<file path="src/rtl/lfsr5_pkg.sv">
package lfsr5_pkg;
  localparam int LFSR_W = 5;
  localparam int TAP_HI = 2;
  localparam int TAP_LO = 0;
  localparam logic [LFSR_W-1:0] TAP_MASK   = LFSR_W'((1 << TAP_HI) | (1 << TAP_LO));
  localparam logic [LFSR_W-1:0] RESET_SEED = LFSR_W'(1);

  typedef struct packed {
    logic doLoad;
    logic doStep;
  } lfsrCtrl_t;
endpackage

</file>
<file path="src/rtl/lfsr5_ctrl.sv">
module lfsr5_ctrl
  import lfsr5_pkg::*;
(
  input  logic              seedLoad,
  input  logic [LFSR_W-1:0] seedValue,
  input  logic              stepEn,
  output lfsrCtrl_t         ctrl,
  output logic [LFSR_W-1:0] loadWord
);
  // Load wins over step; reset is handled in the datapath register itself.
  always_comb begin
    ctrl.doLoad = seedLoad;
    ctrl.doStep = stepEn & ~seedLoad;
  end

  // A zero seed would lock the register, so it is swapped for the reset word.
  always_comb begin
    if (seedValue == '0) loadWord = RESET_SEED;
    else                 loadWord = seedValue;
  end
endmodule

</file>
<file path="src/rtl/lfsr5_datapath.sv">
module lfsr5_datapath
  import lfsr5_pkg::*;
(
  input  logic              clk,
  input  logic              rst,
  input  lfsrCtrl_t         ctrl,
  input  logic [LFSR_W-1:0] loadWord,
  output logic [LFSR_W-1:0] stateQ,
  output logic              fbBit
);
  logic [LFSR_W-1:0] stateD;

  assign fbBit = ^(stateQ & TAP_MASK);

  always_comb begin
    stateD = stateQ;
    if (ctrl.doLoad)      stateD = loadWord;
    else if (ctrl.doStep) stateD = {fbBit, stateQ[LFSR_W-1:1]};
  end

  always_ff @(posedge clk) begin
    if (rst) stateQ <= RESET_SEED;
    else     stateQ <= stateD;
  end


  reset_seed_chk: assert property (@(posedge clk) rst |=> stateQ == RESET_SEED);


  shift_step_chk: assert property (@(posedge clk) disable iff (rst)
    (ctrl.doStep && !ctrl.doLoad) |=>
      (stateQ[LFSR_W-2:0] == $past(stateQ[LFSR_W-1:1])) &&
      (stateQ[LFSR_W-1] == ($past(stateQ[TAP_HI]) ^ $past(stateQ[TAP_LO]))));


  idle_hold_chk: assert property (@(posedge clk) disable iff (rst)
    (!ctrl.doStep && !ctrl.doLoad) |=> $stable(stateQ));


  seed_take_chk: assert property (@(posedge clk) disable iff (rst)
    ctrl.doLoad |=> stateQ == $past(loadWord));


  no_lockup_chk: assert property (@(posedge clk) disable iff (rst)
    stateQ != '0);
endmodule

</file>
<file path="src/rtl/lfsr5_stream.sv">
module lfsr5_stream
  import lfsr5_pkg::*;
(
  input  logic              clk,
  input  logic              rst,
  input  logic              seedLoad,
  input  logic [LFSR_W-1:0] seedValue,
  input  logic              stepEn,
  output logic              serialBit,
  output logic [LFSR_W-1:0] stateOut
);
  lfsrCtrl_t         ctrlBus;
  logic [LFSR_W-1:0] loadWord;

  lfsr5_ctrl u_ctrl (
    .seedLoad (seedLoad),
    .seedValue(seedValue),
    .stepEn   (stepEn),
    .ctrl     (ctrlBus),
    .loadWord (loadWord)
  );

  lfsr5_datapath u_dp (
    .clk     (clk),
    .rst     (rst),
    .ctrl    (ctrlBus),
    .loadWord(loadWord),
    .stateQ  (stateOut),
    .fbBit   (serialBit)
  );
endmodule

</file>
<file path="config.mk">
export PLATFORM = sky130hd
export DESIGN_NAME = lfsr5_stream
export DESIGN_NICKNAME = d
export VERILOG_FILES = /design/src/rtl/lfsr5_pkg.sv /design/src/rtl/lfsr5_ctrl.sv /design/src/rtl/lfsr5_datapath.sv /design/src/rtl/lfsr5_stream.sv
export SDC_FILE = /design/constraint.sdc
export NUM_CORES = 1
export LEC_CHECK = 0
export BUFFER_PORTS_ARGS = -buffer_cell sky130_fd_sc_hd__clkbuf_2
export CELL_PAD_IN_SITES_DETAIL_PLACEMENT = 0
export CELL_PAD_IN_SITES_GLOBAL_PLACEMENT = 1
export CORE_AREA = 2 2 39 41
export CTS_CLUSTER_SIZE = 16
export DETAILED_ROUTE_END_ITERATION = 6
export DIE_AREA = 0 0 41 43
export GPL_TIMING_DRIVEN = 0
export PLACE_DENSITY_LB_ADDON = 0.1
export SYNTH_ARGS = -nofsm -noshare
export SYNTH_HDL_FRONTEND = slang
export SYNTH_SLANG_ARGS = --single-unit
</file>
<file path="constraint.sdc">
create_clock -name clk -period 1.1 [get_ports clk]
set_input_delay 0.22 -clock clk [delete_from_list [all_inputs] [get_ports clk]]
set_output_delay 0.22 -clock clk [all_outputs]
set_load 0.01 [all_outputs]
</file>
---- Yosys cells after proc, flatten, opt, wreduce, memory -nomap -nowiden ----
Index checks and enable logic that the tools add are counted.
storage, ports and cells
  register bits after elaboration ......... 5
  output and inout port bits .............. 6
operators by class
  multiplexer cells ....................... 3
  bitwise logic cells ..................... 2
  reductions and logical operators ........ 3
operator list
  operator           count
  $mux 5             3
  $logic_not 5->1    1
  $reduce_xor 5->1   1
  $reduce_bool 2->1  1
  $and 1x1->1        1
  $not 1->1          1

---- Depth between registers and ports, before layout ----
Gate-level depths: netlist (run 1).
  depth in word-level cells ............... 4
  mapped depth ............................ 4
  mapped depth without buffers ............ 3

---- Modules after synthesis ----
From an unflattened synthesis (run 1), not the netlist that was laid out.
unflattened totals
  cells, all modules ...................... 34
  area, all modules ....................... 315.3 µm²
modules (own cells, without submodules)
  module          instances  cells an instance  area an instance (µm²)  sequential area each (µm²)
  lfsr5_datapath  1          26                 266.5                   100.1
  lfsr5_ctrl      1          8                  48.8                    0.0

---- Worst setup path after synthesis (run 1) ----
Ideal clock, no wire load.
  path type ............................... register to register
  start ................................... register u_dp.stateQ[2]
  end ..................................... register u_dp.stateQ[4]
  library setup time ...................... 0.075 ns
  data arrival time ....................... 0.856 ns
  data required time ...................... 1.025 ns
  slack ................................... 0.169 ns
  cell stages (with the launch flop) ...... 4
  buffers on the path ..................... 0
  clock period less this slack ............ 0.931 ns
  path through ............................ dfxtp_1 xor2_1 nor2_1 o22ai_1
on the way
  longest elaborated chain between the ends .. 3
RTL lines
  what                      RTL line              source
  start: declaration        lfsr5_datapath.sv:8   output logic [LFSR_W-1:0] stateQ,
  start signal: assignment  lfsr5_datapath.sv:23  else stateQ <= stateD;
  $reduce_xor 5->1          lfsr5_datapath.sv:13  assign fbBit = ^(stateQ & TAP_MASK);
  net serialBit             lfsr5_stream.sv:9     output logic serialBit,
  $mux 5                    lfsr5_datapath.sv:18  else if (ctrl.doStep) stateD = {fbBit, stateQ[LFSR_W-1:1]};
  $mux 5                    lfsr5_datapath.sv:17  if (ctrl.doLoad) stateD = loadWord;
The timed path passes the listed nets, and every way through them passes these cells. The select of a mux whose other input is x is not followed.
A chain may end at the register's enable or synchronous reset.

---- Final worst setup path (run 1) ----
  start ................................... register u_dp.stateQ[2]
  end ..................................... output serialBit
on the way
  longest elaborated chain between the ends .. 1
RTL lines
  what              RTL line
  $reduce_xor 5->1  lfsr5_datapath.sv:13
  end: declaration  lfsr5_stream.sv:9
No other way between the ends.

==> results of run 1 <==
## timing repair
action	4_1_cts	5_1_grt
gates resized for setup	2	3
endpoints found under the setup margin	1	1
endpoints found under the hold margin	0	0
pin swaps	1	1
setup buffers	2	1
## worst max-delay path: stages (launching register included)
cell and delay (ps):
dfxtp_2 330, xor2_2 170, buf_2 150
## cells by family after synthesis
group,share of synthesized area
compound gates,0.0972
xor+xnor,0.0324
buf+inv,0.0740
flops,0.370
mux,0.278
simple gates,0.148
## per-stage QoR
step / util / total power, mW / worst slack, ps / instance area, µm²
4_1_cts: 0.285 / 0.547 / -39.8 / 394
5_1_grt: 0.297 / 0.576 / -44.0 / 412
6_report: 0.297 / 0.547 / -17.9 / 412
2_1_floorplan: - / 0.271 / 169 / 270
3_3_place_gp: 0.253 / 0.312 / 128 / 350
3_5_place_dp: 0.253 / 0.313 / 126 / 350
## per-layer routing
metal / GRT usage / vias to the layer above / wire length, µm
met1: 0.128 / 123 / 338
met3: 0.0314 / 2 / 41
met5: 0 / - / 0
met2: 0.141 / 8 / 355
met4: 0.100 / 0 / 12
li1: - / 137 / -
## final timing paths
check / startpoint / end / slack (ps) / cells past startpoint
worst max register to register: u_dp.stateQ[2] / u_dp.stateQ[2] / 90 / 4
worst min-delay path: rst / u_dp.stateQ[2] / 230 / 2
worst max-delay path: u_dp.stateQ[2] / serialBit / -20 / 2
worst min register to register: u_dp.stateQ[1] / u_dp.stateQ[0] / 540 / 2
## power by group
part / leakage (nW) / total (mW) / internal, mW / switching, mW
sequential: 0.0419 / 0.206 / 0.195 / 0.0112
clock: 0.0150 / 0.219 / 0.138 / 0.0815
combinational: 0.149 / 0.121 / 0.0667 / 0.0546
total: 0.206 / 0.547 / 0.400 / 0.147
## synth_stat cells
master	n	area, µm²
nor3b_1	1	7.51
buf_6	1	11.3
nand2_1	1	3.75
mux2i_1	3	30.0
buf_2	1	5.00
mux2_4	3	45.0
o22ai_1	1	6.26
inv_1	1	3.75
a21oi_1	2	10.0
nor2_1	6	22.5
o21ai_1	1	5.00
nor4_1	1	6.26
o21ai_0	1	5.00
xor2_1	1	8.76
dfxtp_1	5	100
## layout make-up
cell class,count,area [µm²]
Timing Repair Buffer,15,82.6
Sequential cell,5,105
Fill cell,163,972
Tap cell,16,20.0
Clock buffer,4,26.3
Buffer,2,16.3
Inverter,1,3.75
Multi-Input combinational cell,21,158
==> metrics.txt, run 1 <==
GP Congestion 0.681; post-layout min period 1120 ps; die area 1760 µm²; cts bufs inserted 3; DRC 0; IO Port Bufs 12; fmax 895 MHz; largest net degree at the start of global routing 9; placed insts 57; cell area after synthesis 270 µm²; final hold violations 0; final wirelength 747 µm; Starting Density 0.195; Core Region 1380 µm²; antenna violations before repair 0; global-route wire length before repair 1230 µm; Slew Limit Fails 0; RSZ-0062 raised after global routing true; maxcap violations 0; Pleak 0.206 nW; max reg flops 5; clk sinks 5; worst hold path class input port to flip-flop; Slew @ Worst Pin 258 ps; CP max FO 2; Req. time, crit path 880 ps; Post-DP HPWL 513 µm; Reg clk slew, reported paths 50 ps; WL/cell 11.7 µm; Clock Root Buffer clkbuf_4; Post-Syn Nets 38; power per cell area 1330 nW/µm²; Syn-to-layout area delta 52.3%; Cell Count, Final, Fillers Out 64; CTS Hold Bufs 0; share of layout cells above drive strength 1 0.542; syn avg cell area 9.32 µm²; commonest non-fill, non-tap cell in the layout clkbuf_2; sequential area share after synthesis 0.370; site row count 14; H-tree levels 1; nets 58; CP endpoint kind primary output; status finished with violations; Max IR drop VDD 0.485 mV; Hold Slack 234 ps; post-DR vias/cell 4.22; GRT Util Overall 0.106; die width 41 µm; Crit Path Class flip-flop to primary output; Antenna Violating Nets Remaining 0; DRT iter0 DRCs 2; Ys Warns 0; Vert. Die Dim 43 µm; first-pass detailed-route iteration total 4; Skew-Pair Late Insertion Delay 240 ps; Top Registers u_dp.stateQ: 5 flops; vias in the first global route 286; Vias 270; ANT cells 0; CP Launch Type flip-flop; CTS tree yes; Rel. slew slack 0.826; Setup Skew 2.73 ps; Post-Synthesis Cells 29; setup TNS -17.9 ps; grt ovf 0; Max clock buf depth 2; Reg with most FFs u_dp.stateQ; violated checks negative setup slack; # setup viols final 1; Yosys reg bits 5; IO Pins 15; Tcrit/Tclk final 1.02; PnR worst setup slack -17.9 ps; Arr. time, crit path 900 ps; Cell variety after synth 15; most frequent cells in the layout 11 x clkbuf_2, 6 x nor2_1
Note: power is estimated with default switching activity, not from simulation.
==> run 2: changes to the inputs <==
--- a/config.mk
+++ b/config.mk
@@ -5,13 +5,13 @@
 export SDC_FILE = /design/constraint.sdc
 export NUM_CORES = 1
 export LEC_CHECK = 0
-export BUFFER_PORTS_ARGS = -buffer_cell sky130_fd_sc_hd__clkbuf_2
 export CELL_PAD_IN_SITES_DETAIL_PLACEMENT = 0
 export CELL_PAD_IN_SITES_GLOBAL_PLACEMENT = 1
 export CORE_AREA = 2 2 39 41
 export CTS_CLUSTER_SIZE = 16
 export DETAILED_ROUTE_END_ITERATION = 6
 export DIE_AREA = 0 0 41 43
+export DONT_BUFFER_PORTS = 1
 export GPL_TIMING_DRIVEN = 0
 export PLACE_DENSITY_LB_ADDON = 0.1
 export SYNTH_ARGS = -nofsm -noshare
==> constraint.sdc (replaced) <==
create_clock -name clk -period 0.9 [get_ports clk]
set_input_delay 0.18 -clock clk [delete_from_list [all_inputs] [get_ports clk]]
set_output_delay 0.18 -clock clk [all_outputs]
set_load 0.01 [all_outputs]
==> run 2 against run 1 <==
Against the previous run: the flow still finishes with violations (negative setup slack); sequential power up 30%; first-iteration DRC count unchanged; utilization down 3.2 points; wire length down 4.6%; flip-flop and latch count unchanged; sequential share of layout area up 5.1 points; critical path depth down 1; worst hold slack worse by 190 ps; final cell count down 20%; die area unchanged.
==> metrics.txt, run 2 (synthesis results as in run 1) <==
IO Pins 15 (unchanged); PnR worst setup slack -126 ps (-109 ps); Reg clk slew, reported paths 40 ps (about the same); Reg with most FFs u_dp.stateQ; post-DR vias/cell 4.33 (+2.7%); fill count 151 (-7.4%); most frequent cells in the layout 6 x nor2_1, 3 x mux2_4, 3 x mux2i_1, 3 x clkbuf_4, 3 x dfxtp_4; Slew Limit Fails 0 (unchanged); Top Registers u_dp.stateQ: 5 flops; Gate power share 0.146 (-0.076); Largest stage delay, worst path 400 ps (+70 ps); switching share of power 0.266 (-0.00282); antenna violations before repair 0 (unchanged); placed instance area 298 µm² (-15%); Rel. slew slack 0.834 (+0.00764); Post-DP HPWL 528 µm (+2.9%); global-route wire length before repair 1050 µm (-15%); Antenna Violating Nets Remaining 0 (unchanged); Clock Root Buffer clkbuf_4; post-layout min period 1030 ps; RSZ-0062 raised after global routing true; CP max FO 4 (+2); maxcap violations 0 (unchanged); H-tree levels 1 (unchanged); Vias 221 (-18%); max reg flops 5 (unchanged); Buf+Inv Stages, Crit Path 0 (-1); switching power total 0.167 mW (+14%); violated checks negative setup slack; share of layout cells above drive strength 1 0.371 (-0.170); # setup viols final 4 (+3); final hold violations 0 (unchanged); DRT iter0 DRCs 2 (unchanged); Clk pwr share 0.426 (+0.025); Vert. Die Dim 43 µm (unchanged); die width 41 µm (unchanged); placed insts 45 (-21%); CP endpoint kind primary output; power per cell area 1710 nW/µm² (+28%); Syn-to-layout area delta 36.1%; largest net degree at the start of global routing 9 (unchanged); DRC 0 (unchanged); nets 45 (-22%); Starting Density 0.195 (unchanged); Max clock buf depth 2 (unchanged); ANT cells 0 (unchanged); site row count 14 (unchanged); Pleak 0.152 nW (-26%); design area 368 µm² (-11%); status finished with violations; Req. time, crit path 720 ps (-160 ps); slowest CP cell dfxtp_4; final wirelength 713 µm (-4.6%); fmax 974 MHz; Max IR drop VDD 0.553 mV (+14%); commonest non-fill, non-tap cell in the layout nor2_1; grt ovf 0 (unchanged); Core Region 1380 µm² (unchanged); internal power 0.461 mW (+15%); GRT Util Overall 0.0946 (-0.0118); area of the multi-input gates 169 µm² (+7.1%); cts bufs inserted 3 (unchanged); CTS tree yes; Tcrit/Tclk final 1.14; IO Port Bufs 0 (-12); WL/cell 14.0 µm (+20%); Cell Count, Final, Fillers Out 51 (-20%); Post-CTS Repair Setup Buffers 0 (-2); Crit Path Class flip-flop to primary output; Flop pwr share 0.427 (+0.049); GP Congestion 0.678 (-0.34%); FF/Latch Area 113 µm² (+7.1%); CP Launch Type flip-flop; critical-path cell list xor2_4; die area 1760 µm² (unchanged); Skew-Pair Late Insertion Delay 250 ps (about the same); first-pass detailed-route iteration total 3 (-1); clk sinks 5 (unchanged); Arr. time, crit path 850 ps (-50 ps); worst hold path class input port to flip-flop; vias in the first global route 229 (-20%); Setup Skew 0.258 ps (-2.47 ps); Slew @ Worst Pin 247 ps (-11.4 ps); Top delay family on crit path flip-flops
==> run 2: changes by cell type in the layout (fill, tap and decap cells not counted) <==
cell	previous run	this run
dfxtp_1	3	1
buf_2	2	1
xor2_4	0	1
dfxtp_4	1	3
buf_4	3	0
xor2_2	1	0
dlygate4sd3_1	0	2
clkbuf_2	11	0
==> run 2: metal layers <==
| layer | track usage | up-vias | wire, µm | part of all wire |
|---|---|---|---|---|
| li1 | - | 111 | - | - |
| met2 | 0.119 | 11 | 317 | 0.44 |
| met5 | 0 | - | 0 | 0 |
| met4 | 0.0600 | 0 | 19 | 0.027 |
| met1 | 0.110 | 97 | 283 | 0.40 |
| met3 | 0.0681 | 2 | 93 | 0.13 |
==> run 2: cell type report <==
type	instances	area share
inverters	1	0.0102
repair buffers	2	0.0544
flip-flops and latches	5	0.306
well taps	16	0.0544
plain buffers	2	0.0442
multi-input cells	21	0.459
clock buffers	4	0.0714
==> run 2: power by group through the flow <==
stage	clock network (mW)	registers (mW)	logic [mW]
floorplan	0	0.264	0.0706
global placement	0	0.269	0.0793
detailed placement	0	0.270	0.0799
CTS	0.280	0.270	0.0886
global route	0.293	0.270	0.0998
finish	0.268	0.268	0.0919
==> run 2: through the flow <==
stage / utilization / setup slack (ps) / hold WS [ps] / power [mW] / TNS, ps
after floorplan: - / -1.91 / 252 / 0.335 / -1.91
after global placement: 0.215 / -86.6 / 256 / 0.349 / -193
after detailed placement: 0.215 / -99.5 / 257 / 0.350 / -238
after CTS: 0.257 / -131 / 1.14 / 0.639 / -182
after global routing: 0.266 / -154 / 36.5 / 0.663 / -274
final: 0.266 / -126 / 40.7 / 0.628 / -189
==> run 2: final timing paths <==
| kind | from | to | slack [ps] | cells after the start |
|---|---|---|---|---|
| max reg2reg | u_dp.stateQ[2] | u_dp.stateQ[2] | -40 | 3 |
| min reg2reg | u_dp.stateQ[0] | u_dp.stateQ[0] | 560 | 2 |
| max | u_dp.stateQ[2] | serialBit | -130 | 1 |
| min | rst | u_dp.stateQ[4] | 40 | 1 |
==> run 2: repair_timing <==
item / CTS / global route
endpoints found under the hold margin: 2 / 1
pin swaps: 1 / 2
gates resized for setup: 7 / 1
setup endpoints to repair: 6 / 4
hold buffers: 1 / 1
==> run 3: changes to the inputs <==
--- a/config.mk
+++ b/config.mk
@@ -14,6 +14,7 @@
 export DONT_BUFFER_PORTS = 1
 export GPL_TIMING_DRIVEN = 0
 export PLACE_DENSITY_LB_ADDON = 0.1
+export SKIP_CTS_REPAIR_TIMING = 1
 export SYNTH_ARGS = -nofsm -noshare
 export SYNTH_HDL_FRONTEND = slang
 export SYNTH_SLANG_ARGS = --single-unit
==> run 3 against run 2 <==
Against the previous run: critical path type unchanged; via count is 0.45% lower; critical path depth stayed put; clock skew hardly changed; maximum frequency hardly changed; clock power hardly changed; global-route usage is 0.70 points lower; die area stayed put; the flow still finishes with violations (negative setup slack); wire length is 0.56% lower; final cell count is 2.0% lower; count of clock-buffer cells in the layout stayed put; first-iteration DRC count is 50% lower.
==> metrics.txt, run 3 (synthesis results as in run 1) <==
status finished with violations; violated checks negative setup slack; area of the multi-input gates 169 µm² (unchanged); Clock Root Buffer clkbuf_4; Vert. Die Dim 43 µm (unchanged); Reg clk slew, reported paths 40 ps (about the same); CP endpoint kind primary output; slowest CP cell dfxtp_4; CP Launch Type flip-flop; cts bufs inserted 3 (unchanged); largest net degree at the start of global routing 9 (unchanged); share of layout cells above drive strength 1 0.382 (+0.0109); most frequent cells in the layout 6 x nor2_1, 3 x mux2_4, 3 x mux2i_1, 3 x clkbuf_4, 3 x dfxtp_4; placed instance area 298 µm² (unchanged); post-DR vias/cell 4.40 (+1.5%); Pleak 0.148 nW (-2.7%); PnR worst setup slack -127 ps (-0.840 ps); fill count 150 (-0.66%); Slew @ Worst Pin 246 ps (-0.963 ps); FF/Latch Area 113 µm² (unchanged); Starting Density 0.195 (unchanged); GP Congestion 0.678 (unchanged); Antenna Violating Nets Remaining 0 (unchanged); CTS tree yes; IO Port Bufs 0 (unchanged); Tcrit/Tclk final 1.14 (about the same); Buf+Inv Stages, Crit Path 0 (unchanged); Crit Path Class flip-flop to primary output; Slew Limit Fails 0 (unchanged); nets 44 (-2.2%); WL/cell 14.2 µm (+1.4%); Top Registers u_dp.stateQ: 5 flops; Syn-to-layout area delta 32.4%; Clk pwr share 0.428 (+0.002); Top delay family on crit path flip-flops; die area 1760 µm² (unchanged); Gate power share 0.142 (-0.004); DRT iter0 DRCs 1 (-1); design area 358 µm² (-2.7%); clk sinks 5 (unchanged); Req. time, crit path 720 ps (about the same); Core Region 1380 µm² (unchanged); CP max FO 4 (unchanged); Flop pwr share 0.430 (+0.003); RSZ-0062 raised after global routing true; DRC 0 (unchanged); site row count 14 (unchanged); max reg flops 5 (unchanged); die width 41 µm (unchanged); Largest stage delay, worst path 400 ps (about the same); Max IR drop VDD 0.551 mV (-0.35%); vias in the first global route 217 (-5.2%); commonest non-fill, non-tap cell in the layout nor2_1; IO Pins 15 (unchanged); # setup viols final 4 (unchanged); power per cell area 1750 nW/µm² (+2.3%); switching share of power 0.268 (+0.00124); switching power total 0.167 mW (about the same); Reg with most FFs u_dp.stateQ; maxcap violations 0 (unchanged); post-layout min period 1030 ps (+0.840 ps); Setup Skew 0.617 ps (+0.359 ps); Arr. time, crit path 850 ps (about the same); first-pass detailed-route iteration total 2 (-1); H-tree levels 1 (unchanged); fmax 973 MHz (about the same); Vias 220 (-0.45%); final wirelength 709 µm (-0.56%); internal power 0.458 mW (-0.64%); antenna violations before repair 0 (unchanged); critical-path cell list xor2_4; global-route wire length before repair 959 µm (-8.5%); Skew-Pair Late Insertion Delay 240 ps (about the same); ANT cells 0 (unchanged); grt ovf 0 (unchanged); Hold Slack 41.2 ps (+0.516 ps); setup TNS -197 ps (-7.94 ps); worst hold path class input port to flip-flop; Max clock buf depth 2 (unchanged); final hold violations 0 (unchanged); Rel. slew slack 0.835 (about the same); pre-CTS setup slack -99.5 ps (unchanged); GRT Util Overall 0.0875 (-0.00704); Post-DP HPWL 528 µm (unchanged)
## run 3: stage by stage
stage                      util  std cells  power [mW]
after floorplan               -         29       0.335
after global placement    0.215         45       0.349
after detailed placement  0.215         45       0.350
after CTS                 0.234         49       0.626
after global routing      0.259         50       0.659
final                     0.259         50       0.625
## run 3: final timing paths
path / start / to / slack (ps) / cells past startpoint
max: u_dp.stateQ[2] / serialBit / -130 / 1
max reg2reg: u_dp.stateQ[2] / u_dp.stateQ[2] / -40 / 3
min: rst / u_dp.stateQ[4] / 40 / 1
min reg2reg: u_dp.stateQ[0] / u_dp.stateQ[0] / 560 / 2
## run 3: final cells by class
class,instances,area share
plain buffers,2,0.0455
clock buffers,4,0.0734
inverters,1,0.0105
multi-input cells,21,0.472
flip-flops and latches,5,0.315
well taps,16,0.0559
repair buffers,1,0.0280
## run 3: layer usage
layer	up-vias	global-route usage	part of all wire	wire length, µm
met2	11	0.106	0.44	313
met4	0	0.0600	0.030	21
li1	109	-	-	-
met5	-	0	0	0
met3	2	0.0681	0.15	103
met1	98	0.100	0.38	270
## run 3: power by group through the flow
| stage | Combinational [mW] | Sequential (mW) | Clock (mW) |
|---|---|---|---|
| after CTS | 0.0800 | 0.265 | 0.280 |
| after detailed placement | 0.0799 | 0.270 | 0 |
| after global routing | 0.0966 | 0.270 | 0.292 |
| after global placement | 0.0793 | 0.269 | 0 |
| after floorplan | 0.0706 | 0.264 | 0 |
| final | 0.0885 | 0.269 | 0.268 |
